### src/rtl/jkcsr_pkg.sv
package jkcsr_pkg;
  localparam int DATA_W  = 32;
  localparam int CLR_OFS = 16;
  localparam int NUM_FN  = 4;

  // Enable bit position of each controlled function; order fixes output pins.
  function automatic int fn_pos(input int i);
    case (i)
      0:       return 0;   // LED
      1:       return 4;   // test pulses
      2:       return 5;   // counter test
      default: return 6;   // reference pulser
    endcase
  endfunction

  localparam int B_SCALER  = 16;
  localparam int B_SEQ     = 18;
  localparam int B_MEMTEST = 23;
  localparam int B_ARMED   = 24;
  localparam int B_AUX     = 25;
  localparam int B_OVF     = 27;
  localparam int B_EXTIN   = 28;
  localparam int B_LATCH   = 30;

  typedef struct packed {
    logic [1:0] latch;
    logic [1:0] ext;
    logic       ovf;
    logic       aux;
    logic       armed;
    logic       memtest;
    logic       seq;
    logic       scaler;
  } status_t;

  function automatic logic [DATA_W-1:0] used_mask();
    logic [DATA_W-1:0] m;
    m = '0;
    for (int i = 0; i < NUM_FN; i++) m[fn_pos(i)] = 1'b1;
    m[B_SCALER] = 1'b1; m[B_SEQ] = 1'b1; m[B_MEMTEST] = 1'b1;
    m[B_ARMED] = 1'b1;  m[B_AUX] = 1'b1; m[B_OVF] = 1'b1;
    m[B_EXTIN +: 2] = 2'b11; m[B_LATCH +: 2] = 2'b11;
    return m;
  endfunction
endpackage

### src/rtl/jk_bit_cell.sv
module jk_bit_cell (
  input  logic clk,
  input  logic rst,
  input  logic wr_en,
  input  logic set_i,
  input  logic clr_i,
  output logic q
);
  always_ff @(posedge clk) begin
    if (rst)
      q <= 1'b0;
    else if (wr_en) begin
      case ({set_i, clr_i})
        2'b10:   q <= 1'b1;
        2'b01:   q <= 1'b0;
        2'b11:   q <= ~q;
        default: q <= q;
      endcase
    end
  end

  a_r1_set: assert property (@(posedge clk) disable iff (rst)
    (wr_en && set_i && !clr_i) |=> q);
  a_r2_clear: assert property (@(posedge clk) disable iff (rst)
    (wr_en && clr_i && !set_i) |=> !q);
  a_r3_hold: assert property (@(posedge clk) disable iff (rst)
    !(wr_en && (set_i || clr_i)) |=> $stable(q));
  a_r4_toggle: assert property (@(posedge clk) disable iff (rst)
    (wr_en && set_i && clr_i) |=> (q != $past(q)));
endmodule

### src/rtl/csr_readback.sv
module csr_readback
  import jkcsr_pkg::*;
(
  input  logic              clk,
  input  logic              rst,
  input  logic              rd_en,
  input  logic [NUM_FN-1:0] ctrl,
  input  status_t           st,
  output logic [DATA_W-1:0] rd_data
);
  localparam logic [DATA_W-1:0] USED = used_mask();

  logic [DATA_W-1:0] word;

  always_comb begin
    word = '0;
    for (int i = 0; i < NUM_FN; i++) word[fn_pos(i)] = ctrl[i];
    word[B_SCALER]     = st.scaler;
    word[B_SEQ]        = st.seq;
    word[B_MEMTEST]    = st.memtest;
    word[B_ARMED]      = st.armed;
    word[B_AUX]        = st.aux;
    word[B_OVF]        = st.ovf;
    word[B_EXTIN +: 2] = st.ext;
    word[B_LATCH +: 2] = st.latch;
  end

  always_ff @(posedge clk) begin
    if (rst)        rd_data <= '0;
    else if (rd_en) rd_data <= word;
  end

  a_r10_hold: assert property (@(posedge clk) disable iff (rst)
    !rd_en |=> $stable(rd_data));
  a_r9_zero: assert property (@(posedge clk) disable iff (rst)
    rd_en |=> ((rd_data & ~USED) == '0));
  a_r8_ext: assert property (@(posedge clk) disable iff (rst)
    rd_en |=> (rd_data[B_EXTIN +: 2] == $past(st.ext)));

  for (genvar g = 0; g < NUM_FN; g++) begin : g_chk
    a_r6_state: assert property (@(posedge clk) disable iff (rst)
      rd_en |=> (rd_data[fn_pos(g)] == $past(ctrl[g])));
  end
endmodule

### src/rtl/jk_ctrl_status_reg.sv
module jk_ctrl_status_reg
  import jkcsr_pkg::*;
(
  input  logic              clk,
  input  logic              rst,
  input  logic              wr_en,
  input  logic              rd_en,
  input  logic [DATA_W-1:0] wr_data,
  output logic [DATA_W-1:0] rd_data,
  input  logic              st_scaler_en,
  input  logic              st_seq_en,
  input  logic              st_memtest_en,
  input  logic              st_armed,
  input  logic              st_aux_en,
  input  logic              st_overflow,
  input  logic [1:0]        ext_in,
  input  logic [1:0]        ext_latch,
  output logic              led_on,
  output logic              tpulse_on,
  output logic              ctest_on,
  output logic              refpulse_on
);
  logic [NUM_FN-1:0] ctrl;
  status_t           st;

  for (genvar g = 0; g < NUM_FN; g++) begin : g_fn
    jk_bit_cell u_cell (
      .clk   (clk),
      .rst   (rst),
      .wr_en (wr_en),
      .set_i (wr_data[fn_pos(g)]),
      .clr_i (wr_data[fn_pos(g) + CLR_OFS]),
      .q     (ctrl[g])
    );
  end

  always_comb begin
    st.scaler  = st_scaler_en;
    st.seq     = st_seq_en;
    st.memtest = st_memtest_en;
    st.armed   = st_armed;
    st.aux     = st_aux_en;
    st.ovf     = st_overflow;
    st.ext     = ext_in;
    st.latch   = ext_latch;
  end

  csr_readback u_rb (
    .clk     (clk),
    .rst     (rst),
    .rd_en   (rd_en),
    .ctrl    (ctrl),
    .st      (st),
    .rd_data (rd_data)
  );

  assign led_on      = ctrl[0];
  assign tpulse_on   = ctrl[1];
  assign ctest_on    = ctrl[2];
  assign refpulse_on = ctrl[3];

  a_r5_reset: assert property (@(posedge clk)
    rst |=> (ctrl == '0 && rd_data == '0));
endmodule

### config.mk
export PLATFORM = sky130hd
export DESIGN_NAME = jk_ctrl_status_reg
export DESIGN_NICKNAME = d
export VERILOG_FILES = /design/src/rtl/jkcsr_pkg.sv /design/src/rtl/jk_bit_cell.sv /design/src/rtl/csr_readback.sv /design/src/rtl/jk_ctrl_status_reg.sv
export SDC_FILE = /design/constraint.sdc
export NUM_CORES = 1
export LEC_CHECK = 0
export BUFFER_PORTS_ARGS = -buffer_cell sky130_fd_sc_hd__buf_2
export CAP_MARGIN = 20
export CELL_PAD_IN_SITES_DETAIL_PLACEMENT = 0
export CELL_PAD_IN_SITES_GLOBAL_PLACEMENT = 1
export CORE_ASPECT_RATIO = 1.5
export CORE_MARGIN = 1
export CORE_UTILIZATION = 25
export CTS_CLUSTER_SIZE = 25
export DETAILED_ROUTE_END_ITERATION = 8
export PLACE_DENSITY = 0.9
export SETUP_SLACK_MARGIN = 0.1
export SKIP_LAST_GASP = 1
export SLEW_MARGIN = 20
export SYNTH_ARGS = -nofsm -noshare
export SYNTH_HDL_FRONTEND = slang
export SYNTH_SLANG_ARGS = --single-unit
### constraint.sdc
create_clock -name clk -period 1.1 [get_ports clk]
set_input_delay 0.165 -clock clk [delete_from_list [all_inputs] [get_ports clk]]
set_output_delay 0.165 -clock clk [all_outputs]
set_load 0.01 [all_outputs]
==> metrics <==
status=complete, no violations; Worst Hold Class=input port to register; Post-synth ARST share=0%; Post-Syn Area=834.6 um2; Synth Area per Inst=slightly above 10 um2; most instantiated cells after synthesis=buf_4 (18), dfxtp_1 (18), mux2i_1 (14), nor2_1 (14); sequential area share after synthesis=between 40% and 50%; Ports=82; Die H=72.76 um; CP max stage cell=dfxtp_1; Critical Path End Type=output pin; Reg2Reg Depth=2; port buffer count=39; initial antenna violation count=0; Post-synth EDFFs=0; DIE AREA=between 3000 and 4000 um2; Post-synth top flop=dfxtp_1; number of routed nets with antenna violations=0; sum of negative setup slack=0 ns; Rows=25; FMAX=1071 MHz; gpl congestion=0.6156; fin crit period=between 0.9 and 1 ns; DR vias=615; Initial DRT Pass Iterations=2; Power Dens Cells=1413 nW/um2; Die Wd=49.18 um; final net count=167; layout cell share with drive strength beyond 1=about 41%; final instance area=just over 1000 um2; Leak=0.5552 nW; initial core utilization=26.42%; global-route wire length before repair=2.387 mm; placed instance area=975.9 um2; final WL=1.450 mm; Req. time, crit path=0.94 ns; Worst-path clk slew=0.07 ns; Max Slew Vio Count=0; top cell type by total area after synthesis=dfxtp_1; vias in the first global route=540; #FFs+latches synth=18; CP cell instances=buf_2; Worst-Skew Late Latency=approximately 0.25 ns; GR Util All Layers=around 8.6%; Layout Skew=0.001313 ns; GRT overflow=0; Clock Sinks=18; fin util=about a third; peak supply drop=slightly below 0.6 mV; CP max FO=4; Max-Cap Viols=0; First DRT Iteration DRCs=1; worst path bufs/invs=1; CORE AREA=3159 um2; Worst Hold Depth=3; CP Depth=1; critical path launch point type=register; post-synthesis instance total=between 80 and 90; synth unique cells=12; largest net degree at the start of global routing=19; critical path data arrival time=between 0.7 and 0.8 ns; non-filler cells in the finished layout=160; diode count=0; Ys Warns=0; Fin Hold WS=0.1506 ns; dpl cells=156; CP Class=register to output pin; Post-CTS Setup Inserts=0; hold-fix buffers at CTS=0; RSZ-0062 raised after global routing=false; synth top area cells=dfxtp_1 (43%), mux2i_1 (17%), buf_4 (16%); TritonCTS clock tree=built; DR WL/cell=~9.1 um; H-tree levels=1; final hold vios=0; CTS Buf Count=3; Area growth syn-to-layout=23.69%; setup violators final=0; Vias per Instance=3.844; Bufs on Longest Clock Path=2; Root Buffer=clkbuf_8; Post-route DRC=0; Top delay family on crit path=flip-flops; Yosys top cell area share=43.18%; Final Cycle Share=84.90%; max incr delay on CP=around 0.37 ns
## per-stage QoR
step | setup WS [ns] | total power, mW
2_1_floorplan | 0.3185 | 0.9112
3_3_place_gp | 0.2974 | 0.9369
3_5_place_dp | 0.2768 | 0.9408
4_1_cts | 0.1469 | 1.485
5_1_grt | 0.1231 | 1.538
6_report | 0.1661 | 1.458
## flip-flops by register name, summed over array words and instances (netlist names)
name and cells:
u_rb.rd_data 14, g_fn.u_cell.q 4
## power breakdown
group | internal (mW) | switching (mW) | total [mW]
clock | 0.317 | 0.218 | 0.535
combinational | 0.101 | 0.114 | 0.215
sequential | 0.689 | 0.0196 | 0.708
total | 1.11 | 0.351 | 1.46
## repair_timing
item                                    4_1_cts  5_1_grt
endpoints found under the hold margin         0        0
gates resized for setup                       0        1
endpoints found under the setup margin        0        1
## cells by family (layout without fill, tap and decap cells)
family / count (synthesis) / after routing / share of synthesized area [%]
other: 1 / 18 / 0.4493
and+or+nand+nor: 18 / 18 / 9.895
DFF: 18 / 18 / 43.18
AOI/OAI and AO/OA: 8 / 8 / 7.197
muxes: 14 / 14 / 16.79
buffers and inverters: 23 / 44 / 22.49
## path summary, 6_finish.rpt
| kind | startpoint | end | slack, ns |
|---|---|---|---|
| min reg2reg | u_rb.rd_data[18] | u_rb.rd_data[18] | 0.48 |
| max | g_fn[3].u_cell.q | refpulse_on | 0.17 |
| max reg2reg | g_fn[1].u_cell.q | g_fn[1].u_cell.q | 0.30 |
| min | st_seq_en | u_rb.rd_data[18] | 0.15 |
## cells in the final DEF, fill, tap and decap left out
cell type  instances
a21bo_2            4
a21oi_1            4
buf_12             1
buf_2             39
clkbuf_8           4
conb_1            18
dfxtp_1           17
dfxtp_2            1
mux2i_1           14
nand3b_1           4
nor2_1            14
## area by class of cell
| cell class | count | area, um2 |
|---|---|---|
| clock buffers | 4 | 55.05 |
| fillers | 359 | 2127 |
| multi-input cells | 58 | 350.3 |
| flip-flops and latches | 18 | 361.6 |
| well taps | 40 | 50.05 |
| repair buffers | 40 | 215.2 |
## layer usage
layer / wire (um) / global-route usage (%) / part of all wire (%)
met5: 0 / 0 / 0
met4: 0 / 2.941 / 0
met3: 153 / 2.708 / 11
met2: 680 / 14.92 / 47
met1: 616 / 9.731 / 42
(Power assumes the default switching activity.)
